**src/rtl/spi_regbank.sv**
```systemverilog
module spi_regbank #(
  parameter int AW = 7,
  parameter int DW = 8
) (
  input  logic          clk,
  input  logic          rst_n,
  input  logic          sck,
  input  logic          mosi,
  input  logic          cs_n,
  output logic          miso,
  input  logic [AW-1:0] peek_addr,
  output logic [DW-1:0] peek_data
);
  localparam int NREG = 1 << AW;
  localparam int CW   = $clog2(DW);

  logic [2:0] sck_q, cs_q;
  logic [1:0] mosi_q;

  always_ff @(posedge clk or negedge rst_n)
    if (!rst_n) begin
      sck_q  <= '0;
      cs_q   <= '1;
      mosi_q <= '0;
    end else begin
      sck_q  <= {sck_q[1:0], sck};
      cs_q   <= {cs_q[1:0], cs_n};
      mosi_q <= {mosi_q[0], mosi};
    end

  wire active = ~cs_q[1];
  wire rise   = active & sck_q[1] & ~sck_q[2];
  wire fall   = active & ~sck_q[1] & sck_q[2];
  wire cs_end = cs_q[1] & ~cs_q[2];

  logic [DW-1:0] regs [NREG];
  logic [CW-1:0] bcnt;
  logic          in_cmd, wr_mode;
  logic [AW-1:0] addr;
  logic [DW-1:0] sh_in, sh_out;

  wire [DW-1:0] rx_byte   = {sh_in[DW-2:0], mosi_q[1]};
  wire          byte_done = rise && (bcnt == CW'(DW-1));
  wire          load_rd   = fall && !in_cmd && (bcnt == '0);

  always_ff @(posedge clk or negedge rst_n)
    if (!rst_n) begin
      for (int i = 0; i < NREG; i++) regs[i] <= '0;
      bcnt    <= '0;
      in_cmd  <= 1'b1;
      wr_mode <= 1'b0;
      addr    <= '0;
      sh_in   <= '0;
      sh_out  <= '0;
    end else if (!active) begin
      bcnt   <= '0;
      in_cmd <= 1'b1;
      sh_out <= '0;
    end else begin
      if (rise) begin
        sh_in <= rx_byte;
        bcnt  <= byte_done ? '0 : bcnt + 1'b1;
        if (byte_done) begin
          if (in_cmd) begin
            in_cmd  <= 1'b0;
            wr_mode <= rx_byte[DW-1];
            addr    <= rx_byte[AW-1:0];
          end else begin
            if (wr_mode) regs[addr] <= rx_byte;
            addr <= addr + 1'b1;
          end
        end
      end
      if (fall) sh_out <= load_rd ? regs[addr] : {sh_out[DW-2:0], 1'b0};
    end

  assign miso      = active & sh_out[DW-1];
  assign peek_data = regs[peek_addr];


  cmd_parse_chk: assert property (@(posedge clk) disable iff (!rst_n)
    byte_done && in_cmd |=> !in_cmd && addr == $past(rx_byte[AW-1:0]));


  write_commit_chk: assert property (@(posedge clk) disable iff (!rst_n)
    byte_done && !in_cmd && wr_mode |=> regs[$past(addr)] == $past(rx_byte));


  addr_wrap_chk: assert property (@(posedge clk) disable iff (!rst_n)
    byte_done && !in_cmd && addr == {AW{1'b1}} |=> addr == '0);


  read_load_chk: assert property (@(posedge clk) disable iff (!rst_n)
    load_rd |=> sh_out == $past(regs[addr]));


  abort_reset_chk: assert property (@(posedge clk) disable iff (!rst_n)
    cs_end |=> bcnt == '0 && in_cmd);


  idle_quiet_chk: assert property (@(posedge clk) disable iff (!rst_n)
    cs_q[2] && cs_q[1] |-> sh_out == '0 && !miso);
endmodule

```
**config.mk**
```make
export PLATFORM = sky130hd
export DESIGN_NAME = spi_regbank
export DESIGN_NICKNAME = d
export VERILOG_FILES = /design/src/rtl/spi_regbank.sv
export SDC_FILE = /design/constraint.sdc
export NUM_CORES = 2
export LEC_CHECK = 0
export BUFFER_PORTS_ARGS = -buffer_cell sky130_fd_sc_hd__buf_2
export CAP_MARGIN = 20
export CORE_ASPECT_RATIO = 0.7
export CORE_MARGIN = 5
export CORE_UTILIZATION = 60
export DETAILED_ROUTE_END_ITERATION = 10
export HOLD_SLACK_MARGIN = 0.06
export PLACE_DENSITY = 0.77
export SLEW_MARGIN = 20
export SYNTH_ARGS = -nofsm -noshare
export SYNTH_HDL_FRONTEND = slang
export SYNTH_SLANG_ARGS = --single-unit
```
**constraint.sdc**
```tcl
create_clock -name clk -period 6.7 [get_ports clk]
set_input_delay 1.005 -clock clk [delete_from_list [all_inputs] [get_ports clk]]
set_output_delay 1.005 -clock clk [all_outputs]
set_load 0.03 [all_outputs]
```
# ---- Yosys cells after proc, flatten, opt, wreduce, memory -nomap -nowiden
# Cells that the tools add are included.
dict set report op_classes {
  add_sub_neg 2
  magnitude_cmp 3
  n_eq_ne 1
  muxes 19
  bitwise 11
  reduce_logical 14
}
# operator n
set ops {}
lappend ops {{1024-bit bitwise mux} 1}
lappend ops {{8-bit binary-select mux with 7-bit select} 2}
lappend ops {{8-bit two-way mux} 8}
lappend ops {{8-bit demux with 7-bit select} 1}
lappend ops {{8-bit >= comparator, second input constant} 2}
lappend ops {{7-bit NOT with 8-bit output} 2}
lappend ops {{3-bit two-way mux} 3}
lappend ops {{8-bit by 1-bit less-than comparator with 1-bit output, second input constant} 1}
lappend ops {{7-bit by 1-bit adder with 7-bit output, second input constant} 1}
lappend ops {{7-bit two-way mux} 1}
lappend ops {{2-bit nonzero test} 3}
lappend ops {{1-bit bitwise AND} 5}
lappend ops {{5-bit AND reduction} 1}
lappend ops {{1-bit logical AND} 4}
lappend ops {{1-bit NOT} 4}
lappend ops {{2-bit AND reduction} 2}
lappend ops {{4-bit AND reduction} 1}
lappend ops {{3-bit by 1-bit adder with 3-bit output, second input constant} 1}
lappend ops {{3-bit == test, second input constant} 1}
lappend ops {{3-bit logical NOT} 1}
lappend ops {{1-bit two-way mux} 3}
lappend ops {{3-bit AND reduction} 1}
lappend ops {{1-bit logical NOT} 1}
dict set report word_totals {
  register_bits 1058
  inputBits 12
  output_inout_bits 9
  wordCells 187
}

# ---- Logic depth before layout (Yosys ltp)
dict set report logic_depth {
  ltp_word 8
  depth_mapped 12
  depth_no_buf 8
}

# ---- Worst setup path after synthesis
# Ideal clock, no wire load.
dict set report synth_path {
  path_type {input port to output port}
  start {in peek_addr[1]}
  end {out peek_data[1]}
  arrival_ns 3.306
  required_ns 5.695
  setup_slack_ns 2.389
  cell_stages 6
  n_path_buf 3
  path_cell_list {buf_2 > buf_1 > buf_2 > mux4_2 > mux2i_1 > a221oi_1}
}
dict set report synth_via {
  elab_chain_cells 4
}
# element line
set synth_rtl {}
lappend synth_rtl {{start, declared} 11} ;# input logic [AW-1:0] peek_addr,
lappend synth_rtl {{7-bit NOT with 8-bit output (not written as such)} 78} ;# assign peek_data = regs[peek_addr];
lappend synth_rtl {{8-bit binary-select mux with 7-bit select} 78}
lappend synth_rtl {{8-bit two-way mux (not written as such) (2 in series)} 78}
lappend synth_rtl {{end, declared} 12} ;# output logic [DW-1:0] peek_data
# Every way passes these cells. The select of a mux whose other input is x is not followed.

# ---- Worst setup path after layout
dict set report layout_path {
  start {in peek_addr[0]}
  end {out peek_data[3]}
}
# The elaborated chain is that of the path after synthesis.

==> impl_metrics.ini <==
[outcome]
status = completed

[synthesis]
synthMostInstantiatedCell = dfrtp_1
syn_area_sq_um = 56700
synth_area_leader_cell = dfrtp_1
synthCells = 3986
synth_edf_count = 0
synth_top_area_share = 0.465
async_flop_share = 1.00
ys_seq_elements = 1058
synth-seq-area-share = 0.467
synth_area_per_cell_sq_um = 14.2
synthFlopType = dfrtp_1
synth_cell_types = 71
synth_area_leaders = dfrtp_1, mux2_2, mux4_2
ys_warn_count = 0
synth_commonest_cells = dfrtp_1, mux2_2, mux4_2
synth_nets = 4002

[pwr]
combPwrFrac = 0.067
p_clk_frac = 0.436
p_leak_nw = 27.8
power_density_nw_per_um2 = 221
swShare = 0.265
p_sw_mw = 3.59
internal_power_mw = 9.95
seqPwrFrac = 0.497
vdd_ir_drop_max_mv = 0.212

[setup_path]
regToRegSetupSlack_ns = 1.75
critical_path.max_fanout = 54
critPathRequiredTime_ns = 5.69
crit_type = input port to output port
arrival_ns = 4.32
critPathLaunch = peek_addr[0]
reg2reg_depth = 8
critPathCaptureType = output port
start_kind = input port
r2r-end = sh_out[7]
reg2reg_from = addr[2]

[timing]
finalSetupViolations = 0
drv_slew = 0
tightest_slew_ns = 1.28
final.setup_skew_ns = 0.0272
fin_tns_setup_ns = 0
hold_viol_final = 0
slew_headroom = 0.146
max_freq_ghz = 0.188
whs_ns = 0.333
rsz0062_at_grt = no
fin_crit_ns = 5.32
finalCritPeriodShare = 0.794

[route]
ant_nets = 0
vias = 40200
wl_per_cell_microns = 36.4
vias_per_cell = 7.78
drtPass1Iterations = 9
drt_wl_total_mm = 188
drc = 0
drt_iter0_drc = 6365

[clock_tree]
numCtsBuffers = 100
insertion_delay_ns = 0.73
hold_buffers = 0
cts_htree_levels = 3
clockBufferDepth = 3
clock_sinks = 1058
ctsResizeCount = 0
postCtsSetupRepairBufs = 0
clk_pin_slew_worst_paths_ns = 0.06
cts_tree = done
clockRootBuffer = clkbuf_16

[floorplanning]
initial_core_util = 0.604
num_rows = 94
io_pins = 21
die_y_microns = 267
core_sq_um = 93900
die_w_microns = 378
dieArea_sq_um = 101000

[final_layout]
layout.cells.non_filler = 5168
drive_gt1_frac = 0.458
final_nets = 3859
fillCellCount = 6642
areaGrowthSynthToFinish_pct = 7.96
multi_input_area_sq_um = 28800
seq_area_sq_um = 26500

[placement]
hpwl_mm = 121
placed_cells = 4988
port_buffers = 20
gp_congestion = 0.988

[global_route]
grt_pass1_vias = 39500
grt_pass1_wl_mm = 278
grt_overflow = 0
antenna_found_initial = 7
grt_max_degree = 161
grt_use_total = 0.376

[worst_hold_path]
min_path_type = input port to async pin

[run]
drv_cap = 0
[cells by family after synthesis]
logic type	count (synthesis)	share of synthesized area
DFF	1058	0.467
adders and majority gates	4	0.000882
AOI/OAI and AO/OA	503	0.0648
muxes	1630	0.401
buffers and inverters	366	0.0275
and+or+nand+nor	425	0.0389
[layout make-up]
type	instances	share of cell area
Inverter	11	0.000715
Antenna cell	2	0.0000817
Sequential cell	1058	0.433
Tap cell	1248	0.0255
Clock inverter	30	0.00648
Clock buffer	147	0.0477
Timing Repair Buffer	110	0.0165
Multi-Input combinational cell	2562	0.470
[routing by layer]
| layer | vias to the layer above | global-route usage | wire length, microns |
|---|---|---|---|
| li1 | 15200 | - | - |
| met1 | 21000 | 0.532 | 72100 |
| met2 | 3348 | 0.488 | 74800 |
| met3 | 672 | 0.190 | 31700 |
| met4 | 10 | 0.159 | 9410 |
| met5 | - | 0.00566 | 127 |
[metrics by stage]
| step | worst slack, ns | total power, mW | util | instance area, sq um |
|---|---|---|---|---|
| 3_3_place_gp | 1.53 | 7.71 | 0.617 | 57900 |
| 6_report | 1.38 | 13.5 | 0.653 | 61200 |
| 3_5_place_dp | 1.48 | 7.72 | 0.617 | 57900 |
| 4_1_cts | 1.48 | 13.6 | 0.652 | 61200 |
| 5_1_grt | 1.30 | 13.9 | 0.653 | 61200 |
| 2_1_floorplan | 2.39 | 7.24 | - | 56700 |
[power groups by stage]
stage	clock network [mW]	logic, mW	registers, mW
final	5.91	0.906	6.73
after global routing	6.19	0.958	6.73
after CTS	5.94	0.892	6.72
after detailed placement	0	0.889	6.83
after global placement	0	0.878	6.83
after floorplan	0	0.700	6.54
[critical path, stage by stage]
cell and delay [ns]:
buf_8 0.53, buf_4 0.49, buf_4 0.39, mux4_2 0.55, mux4_2 0.49, mux2i_1 0.34
a221oi_1 0.22, buf_2 0.23
[worst max path at each step]
stage / endpoint / slack [ns]
floorplan: peek_data[1] / 2.39
global placement: peek_data[5] / 1.53
detailed placement: peek_data[3] / 1.48
CTS: peek_data[3] / 1.48
global route: peek_data[3] / 1.30
finish: peek_data[3] / 1.38
[flip-flops by register name, summed over array words and instances (netlist names)]
signal   cells
addr         7
bcnt         3
cs_q         2
in_cmd       1
mosi_q       2
regs      1024
sck_q        3
sh_in        7
sh_out       8
wr_mode      1
[cells in the final DEF, fill, tap and decap left out, drive strengths merged, types with 22 or more instances in the layout]
cell	instances
o22ai	31
a21oi	86
clkbuf	147
o21ai	79
mux4	405
mux2i	123
a221oi	133
a22oi	41
nor3	27
a22o	22
nor2	149
mux2	1102
buf	110
a221o	26
nand2	172
dfrtp	1055
Note: power is estimated with default switching activity, not from simulation.
